$ cat src/rtl/mdio_pkg.sv
package mdio_pkg;
  localparam int PRE_BITS     = 32;
  localparam int FRAME_W      = 64;
  localparam int RD_DRIVEN    = 46;
  localparam int WR_DRIVEN    = 64;
  localparam int TA_BITS      = 2;
  localparam int DATA_BITS    = 16;
  localparam int RECOVER_BITS = 32;
  localparam int RD_TAIL      = 2;
  localparam int WR_TAIL      = 1;
  localparam int CNT_W        = 6;

  typedef enum logic [2:0] {
    S_IDLE, S_SHIFT, S_TURN, S_RDATA, S_RECOVER, S_TAIL
  } seq_state_t;

  // Left-aligned serial image of everything the master drives.
  function automatic logic [FRAME_W-1:0] build_frame(
    input logic        rd,
    input logic [4:0]  pa,
    input logic [4:0]  ra,
    input logic [15:0] wd
  );
    logic [17:0] trail;
    trail = rd ? 18'h0 : {2'b10, wd};
    return {{PRE_BITS{1'b1}}, 2'b01, (rd ? 2'b10 : 2'b01), pa, ra, trail};
  endfunction
endpackage

$ cat src/rtl/mdio_clkdiv.sv
module mdio_clkdiv #(
  parameter int DIV_W = 8
) (
  input  logic             clk,
  input  logic             rst,
  input  logic             run,
  input  logic [DIV_W-1:0] half_div,
  output logic             tick
);
  logic [DIV_W-1:0] cnt;
  logic [DIV_W-1:0] lim;

  assign lim  = (half_div == '0) ? DIV_W'(1) : half_div;
  assign tick = run && (cnt == lim - DIV_W'(1));

  always_ff @(posedge clk) begin
    if (rst || !run || tick) cnt <= '0;
    else                     cnt <= cnt + DIV_W'(1);
  end
endmodule

$ cat src/rtl/mdio_sync.sv
module mdio_sync #(
  parameter int STAGES = 2
) (
  input  logic clk,
  input  logic rst,
  input  logic din,
  output logic dout
);
  logic [STAGES-1:0] pipe;

  always_ff @(posedge clk) begin
    if (rst) pipe <= '1;
    else     pipe <= {pipe[STAGES-2:0], din};
  end

  assign dout = pipe[STAGES-1];
endmodule

$ cat src/rtl/mdio_frame_seq.sv
module mdio_frame_seq
  import mdio_pkg::*;
(
  input  logic        clk,
  input  logic        rst,
  input  logic        start,
  input  logic        is_read,
  input  logic [4:0]  phy_addr,
  input  logic [4:0]  reg_addr,
  input  logic [15:0] wr_data,
  input  logic        tick,
  input  logic        line_in,
  output logic        run,
  output logic        mdc,
  output logic        mdio_o,
  output logic        mdio_oe,
  output logic        done,
  output logic [15:0] rd_data,
  output logic        error
);
  seq_state_t         state;
  logic [FRAME_W-1:0] shreg;
  logic [CNT_W-1:0]   left;
  logic               half_hi;
  logic               rd_q;
  logic [15:0]        cap;
  logic [FRAME_W-1:0] frame;

  assign frame = build_frame(is_read, phy_addr, reg_addr, wr_data);
  assign run   = (state != S_IDLE);

  always_ff @(posedge clk) begin
    if (rst) begin
      state   <= S_IDLE;
      shreg   <= '0;
      left    <= '0;
      half_hi <= 1'b0;
      rd_q    <= 1'b0;
      cap     <= '0;
      mdc     <= 1'b1;
      mdio_o  <= 1'b1;
      mdio_oe <= 1'b0;
      done    <= 1'b0;
      rd_data <= '0;
      error   <= 1'b0;
    end else begin
      done <= 1'b0;
      if (state == S_IDLE) begin
        if (start) begin
          rd_q    <= is_read;
          mdio_o  <= frame[FRAME_W-1];
          shreg   <= frame << 1;
          mdio_oe <= 1'b1;
          mdc     <= 1'b0;
          half_hi <= 1'b0;
          left    <= is_read ? CNT_W'(RD_DRIVEN - 1) : CNT_W'(WR_DRIVEN - 1);
          state   <= S_SHIFT;
        end
      end else if (tick) begin
        if (!half_hi) begin
          mdc     <= 1'b1;
          half_hi <= 1'b1;
        end else begin
          // end of a bit time: open the next low phase unless finishing
          half_hi <= 1'b0;
          mdc     <= 1'b0;
          if (state == S_RDATA) cap <= {cap[14:0], line_in};
          if (left != '0) begin
            left <= left - CNT_W'(1);
            if (state == S_SHIFT) begin
              mdio_o <= shreg[FRAME_W-1];
              shreg  <= shreg << 1;
            end
          end else begin
            case (state)
              S_SHIFT: begin
                mdio_oe <= 1'b0;
                mdio_o  <= 1'b1;
                if (rd_q) begin
                  state <= S_TURN;
                  left  <= CNT_W'(TA_BITS - 1);
                end else begin
                  state <= S_TAIL;
                  left  <= CNT_W'(WR_TAIL - 1);
                end
              end
              S_TURN: begin
                if (line_in == 1'b0) begin
                  state <= S_RDATA;
                  left  <= CNT_W'(DATA_BITS - 1);
                end else begin
                  state <= S_RECOVER;
                  left  <= CNT_W'(RECOVER_BITS - 1);
                end
              end
              S_RDATA: begin
                state <= S_TAIL;
                left  <= CNT_W'(RD_TAIL - 1);
              end
              S_RECOVER: begin
                state   <= S_IDLE;
                mdc     <= 1'b1;
                done    <= 1'b1;
                rd_data <= 16'hFFFF;
                error   <= 1'b1;
              end
              S_TAIL: begin
                state <= S_IDLE;
                mdc   <= 1'b1;
                done  <= 1'b1;
                error <= 1'b0;
                if (rd_q) rd_data <= cap;
              end
              default: begin
                state <= S_IDLE;
                mdc   <= 1'b1;
              end
            endcase
          end
        end
      end
    end
  end
endmodule

$ cat src/rtl/mdio_master.sv
module mdio_master #(
  parameter int DIV_W       = 8,
  parameter int SYNC_STAGES = 2
) (
  input  logic             clk,
  input  logic             rst,
  input  logic [DIV_W-1:0] half_div,
  input  logic             start,
  input  logic             is_read,
  input  logic [4:0]       phy_addr,
  input  logic [4:0]       reg_addr,
  input  logic [15:0]      wr_data,
  output logic             done,
  output logic [15:0]      rd_data,
  output logic             error,
  output logic             mdc,
  output logic             mdio_o,
  output logic             mdio_oe,
  input  logic             mdio_i
);
  logic run;
  logic tick;
  logic line_sync;

  mdio_clkdiv #(.DIV_W(DIV_W)) u_div (
    .clk(clk), .rst(rst), .run(run), .half_div(half_div), .tick(tick)
  );

  mdio_sync #(.STAGES(SYNC_STAGES)) u_sync (
    .clk(clk), .rst(rst), .din(mdio_i), .dout(line_sync)
  );

  mdio_frame_seq u_seq (
    .clk(clk), .rst(rst), .start(start), .is_read(is_read),
    .phy_addr(phy_addr), .reg_addr(reg_addr), .wr_data(wr_data),
    .tick(tick), .line_in(line_sync), .run(run),
    .mdc(mdc), .mdio_o(mdio_o), .mdio_oe(mdio_oe),
    .done(done), .rd_data(rd_data), .error(error)
  );
endmodule

$ cat config.mk
export PLATFORM = sky130hd
export DESIGN_NAME = mdio_master
export DESIGN_NICKNAME = d
export VERILOG_FILES = /design/src/rtl/mdio_pkg.sv /design/src/rtl/mdio_clkdiv.sv /design/src/rtl/mdio_sync.sv /design/src/rtl/mdio_frame_seq.sv /design/src/rtl/mdio_master.sv
export SDC_FILE = /design/constraint.sdc
export NUM_CORES = 1
export LEC_CHECK = 0
export ABC_AREA = 1
export BUFFER_PORTS_ARGS = -buffer_cell sky130_fd_sc_hd__buf_2
export CAP_MARGIN = 40
export CORE_MARGIN = 3
export CORE_UTILIZATION = 55
export CTS_CLUSTER_SIZE = 28
export DETAILED_ROUTE_END_ITERATION = 10
export PLACE_DENSITY = 0.74
export SYNTH_ARGS = -nofsm -noshare
export SYNTH_HDL_FRONTEND = slang
export SYNTH_SLANG_ARGS = --single-unit
$ cat constraint.sdc
create_clock -name clk -period 3.2 [get_ports clk]
set_input_delay 0.32 -clock clk [delete_from_list [all_inputs] [get_ports clk]]
set_output_delay 0.32 -clock clk [all_outputs]
set_load 0.005 [all_outputs]
==> results summary <==
The flow ran to the end, and the final reports show no timing, DRC or antenna violations. The number of distinct standard cells referenced by the synthesized netlist is 41. The family of cells with the greatest summed delay on the critical path is simple AND/OR/NAND/NOR gates. The tree is rooted in a clkbuf_8. The sum of internal, switching and leakage power is 5.645 mW. Using the TritonRoute via totals, the vias-per-cell ratio works out to 5.137. The layout overhead on the synthesized area came out at 17.42%. The total iterations of the first detailed-routing run came out at 7.

The post-detailed-routing wire length is 12090 um. At the worst endpoint, the arrival time is 2820 ps. The global-route usage over all layers came out at 0.2261.

The floorplan die height is 105.8 um. For this run, the slowest stage of the critical path takes 250 ps. The slowest stage cell on the critical path is nor2_2.

The relative contribution of sequential cells to total power came out at 0.366. The core area came out at 0.009459 mm^2. The ratio of final minimum period to clock period is 0.7431. After global routing the overflow that remains totals 0. The worst hold path passes through 2 cells. Setup repair after global routing left no endpoint under its margin.

Summed over all nets, the switching power comes to 1.987 mW. The count of buffers added on input and output ports is 59. The via count of the first global-routing pass is 4641. The combinational fraction of design power is 0.290.

Counting flops with an async set or reset pin after synthesis yields a share of 0. The count of non-filler cells in the finished layout is 965. The sequential share of the synthesized area came out at 0.4426. The path class of the tightest hold or removal check is primary input to flip-flop. In this run the count of I/O pins placed on the die edge is 60. The summed negative setup slack over all endpoints is 0 ps. Clock-pin slew was measured on the worst setup and hold paths at 60 ps. The antenna violation net count after detailed routing is 0. The data required time of the worst path is 3650 ps. The wire length of the first global-routing pass came out at 20700 um.

The static leakage came out at 2.876 nW. The areal power density over the cells came out at 878.4 mW/mm^2. The final core area utilization is 0.6794. The headroom to the max-slew limit is 0.4691. The total nets after synthesis is 814. The largest fanout on the critical path is 13.

The length in cells of the worst reg-to-reg path is 10. The mean routed wirelength per cell is 12.53 um. Summing every instance area after synthesis gives 0.005473 mm^2.

The kind of capture point of the worst setup path is a flip-flop. The cell that appears most often on the critical path is nand2_1. The largest vdd supply drop is 0.8210 mV.

The die covers 0.01118 mm^2. The number of antenna violations at the first check in global routing was 0. The cell count after placement is 931. Static timing analysis puts the maximum clock frequency at 0.4205 GHz. The layout cell share with drive strength beyond 1 came out at 0.1615. The number of pins with negative max-slew slack in the final report came to 0. The number of enable-type register cells in the synthesized netlist is 0.

Cell internal power was estimated by the tool at 3.658 mW. In the post-synthesis netlist, the cell with the most instances is nor2_1. The largest buffer count on any clock path came out at 2. The total number of placement rows came out at 35. The post-cts gate resize count is 0. Setup violations remaining at the end of the flow were counted as 0.

Counting the buffers created by CTS gives 17. The overall via count from detail_route came out at 4957. The synthesized design contains 121 register bits.

The post-layout minimum cycle time is 2378 ps. The clock net sink count came out at 121. The slew at the pin closest to its max-slew limit is 795.2 ps. The post-synthesis instance total is 771. For this run, the leading register cell type out of synthesis is dfxtp_1. The number of max-capacitance violations reported came out at 0.

The worst setup path is of the primary input to flip-flop kind. In the post-synthesis netlist, the biggest area contributors are dfxtp_1 (44%), nor2_1 (12%), nand2_1 (8.5%). The detailed-route DRC error count came out at 0. The clock network power share is 0.344. The average instance in the mapped netlist occupies 7.098 um^2.

The worst clock skew is 11.06 ps. The H-tree generated during clock tree synthesis spans 4 levels. The routability congestion estimate came out at 0.9192.

The insertion delay to the later sink of the worst-skew pair came out at 530 ps. The antenna diode count is 0. The count of buffer and inverter cells on the critical path came out at 4. The final layout contains 866 nets. The floorplan die width is 105.8 um. The final number of hold-violating endpoints came out at 0. The signal on the critical path passes through buf_2 > nor2_1 > nand2_2 > o21ai_2 > inv_1 > ha_1 > inv_1 > nand2_1 > nand3_1 > nand2_1 > a21oi_2 > nand2_1 > nor2_2 > nand3_2 > nand2_2 > buf_4 > nand2_1 > nor2_2 > nor2_1 > nor2_1. The total half-perimeter wirelength after legalization and detailed placement came out at 7767 um. The commonest cells after synthesis are nor2_1 (181), nand2_1 (124), dfxtp_1 (121). The initial core utilization is 0.5786. The detailed router finished its first iteration with 386 violations. dfxtp_1 takes more of the synthesized area than any other cell. The number of warning messages in the yosys log came out at 0. Of the total power, the share spent switching nets is 0.3520.

The critical path runs through a total of 20 cells. The worst setup path is launched from a primary input. The share of synthesized area in the top cell type comes to 0.4426. The maximum number of pins on one net before global-route repair came out at 54.

The CTS tree is done.
-- kinds of logic after synthesis --
group | Yosys count | share of synthesized area
compound gates | 142 | 0.1456
xor+xnor | 12 | 0.01921
fa+ha+maj | 4 | 0.009145
buf+inv | 110 | 0.08893
flops | 121 | 0.4426
mux | 1 | 0.001829
simple gates | 381 | 0.2926
-- placed cells by master (no fill, tap or decap), types with 5 or more instances in the layout --
master / instances
nor2_1: 181
nand2_1: 124
dfxtp_1: 121
o21ai_0: 80
inv_1: 64
buf_2: 59
nand3_1: 38
a21oi_1: 36
clkbuf_16: 16
a22o_1: 14
buf_4: 10
xor2_1: 9
nand4_1: 8
nor2_2: 7
inv_2: 7
nor3_1: 6
or2_2: 5
-- path summary, 6_finish.rpt --
check                               from                      endpoint  slack (ps)
max reg2reg  u_seq.state[2]$_SDFFE_PP0P_  u_seq.shreg[17]$_SDFFE_PP0P_         970
max                          half_div[5]    u_seq.left[1]$_SDFFE_PP0P_         820
min reg2reg    u_sync.pipe[0]$_SDFF_PP1_     u_sync.pipe[1]$_SDFF_PP1_         410
min                                start       u_seq.rd_q$_SDFFE_PP0P_          50
-- sequential cells by signal, indices dropped and copies added, names as in the netlist --
signal         count
u_seq.shreg       63
u_seq.cap         16
u_seq.rd_data     16
u_div.cnt          8
u_seq.left         6
u_seq.state        3
u_sync.pipe        2
u_seq.done         1
u_seq.error        1
u_seq.half_hi      1
u_seq.mdc          1
u_seq.mdio_o       1
u_seq.mdio_oe      1
u_seq.rd_q         1
-- per-stage QoR --
| stage | instance area (um^2) | worst slack, ps | hold WS (ps) |
|---|---|---|---|
| floorplan | 5473 | 851.2 | 389.5 |
| detailed placement | 5803 | 365.6 | 401.0 |
| finish | 6426 | 822.1 | 53.83 |
| CTS | 6419 | 846.5 | 43.73 |
| global route | 6426 | 548.7 | 58.29 |
| global placement | 5803 | 487.5 | 397.6 |
-- power by group through the flow --
| stage | sequential [mW] | combinational (mW) | clock [mW] |
|---|---|---|---|
| after floorplan | 2.04 | 1.31 | 0 |
| after global placement | 2.07 | 1.55 | 0 |
| after detailed placement | 2.09 | 1.60 | 0 |
| after CTS | 2.06 | 1.63 | 1.97 |
| after global routing | 2.10 | 1.87 | 2.04 |
| final | 2.07 | 1.64 | 1.94 |
-- routing by layer --
layer	routed length (um)	track usage	vias up
met5	0	0	-
met4	241	0.08326	0
met3	567	0.05940	19
met2	5791	0.3775	121
met1	5488	0.2807	2246
li1	-	-	2571
-- layout make-up --
class / count / area [um^2]
clock inverters: 15 / 191.4
well taps: 129 / 161.4
repair buffers: 71 / 400.4
multi-input cells: 540 / 2564
flip-flops and latches: 121 / 2422
fillers: 853 / 3033
clock buffers: 17 / 414.1
inverters: 72 / 272.8
-- timing repair --
action,in CTS,in global routing
endpoints found under the setup margin,0,0
hold buffers,1,0
setup buffers,0,0
hold endpoints to repair,1,0
No activity file was read; power rests on OpenSTA's default activity.
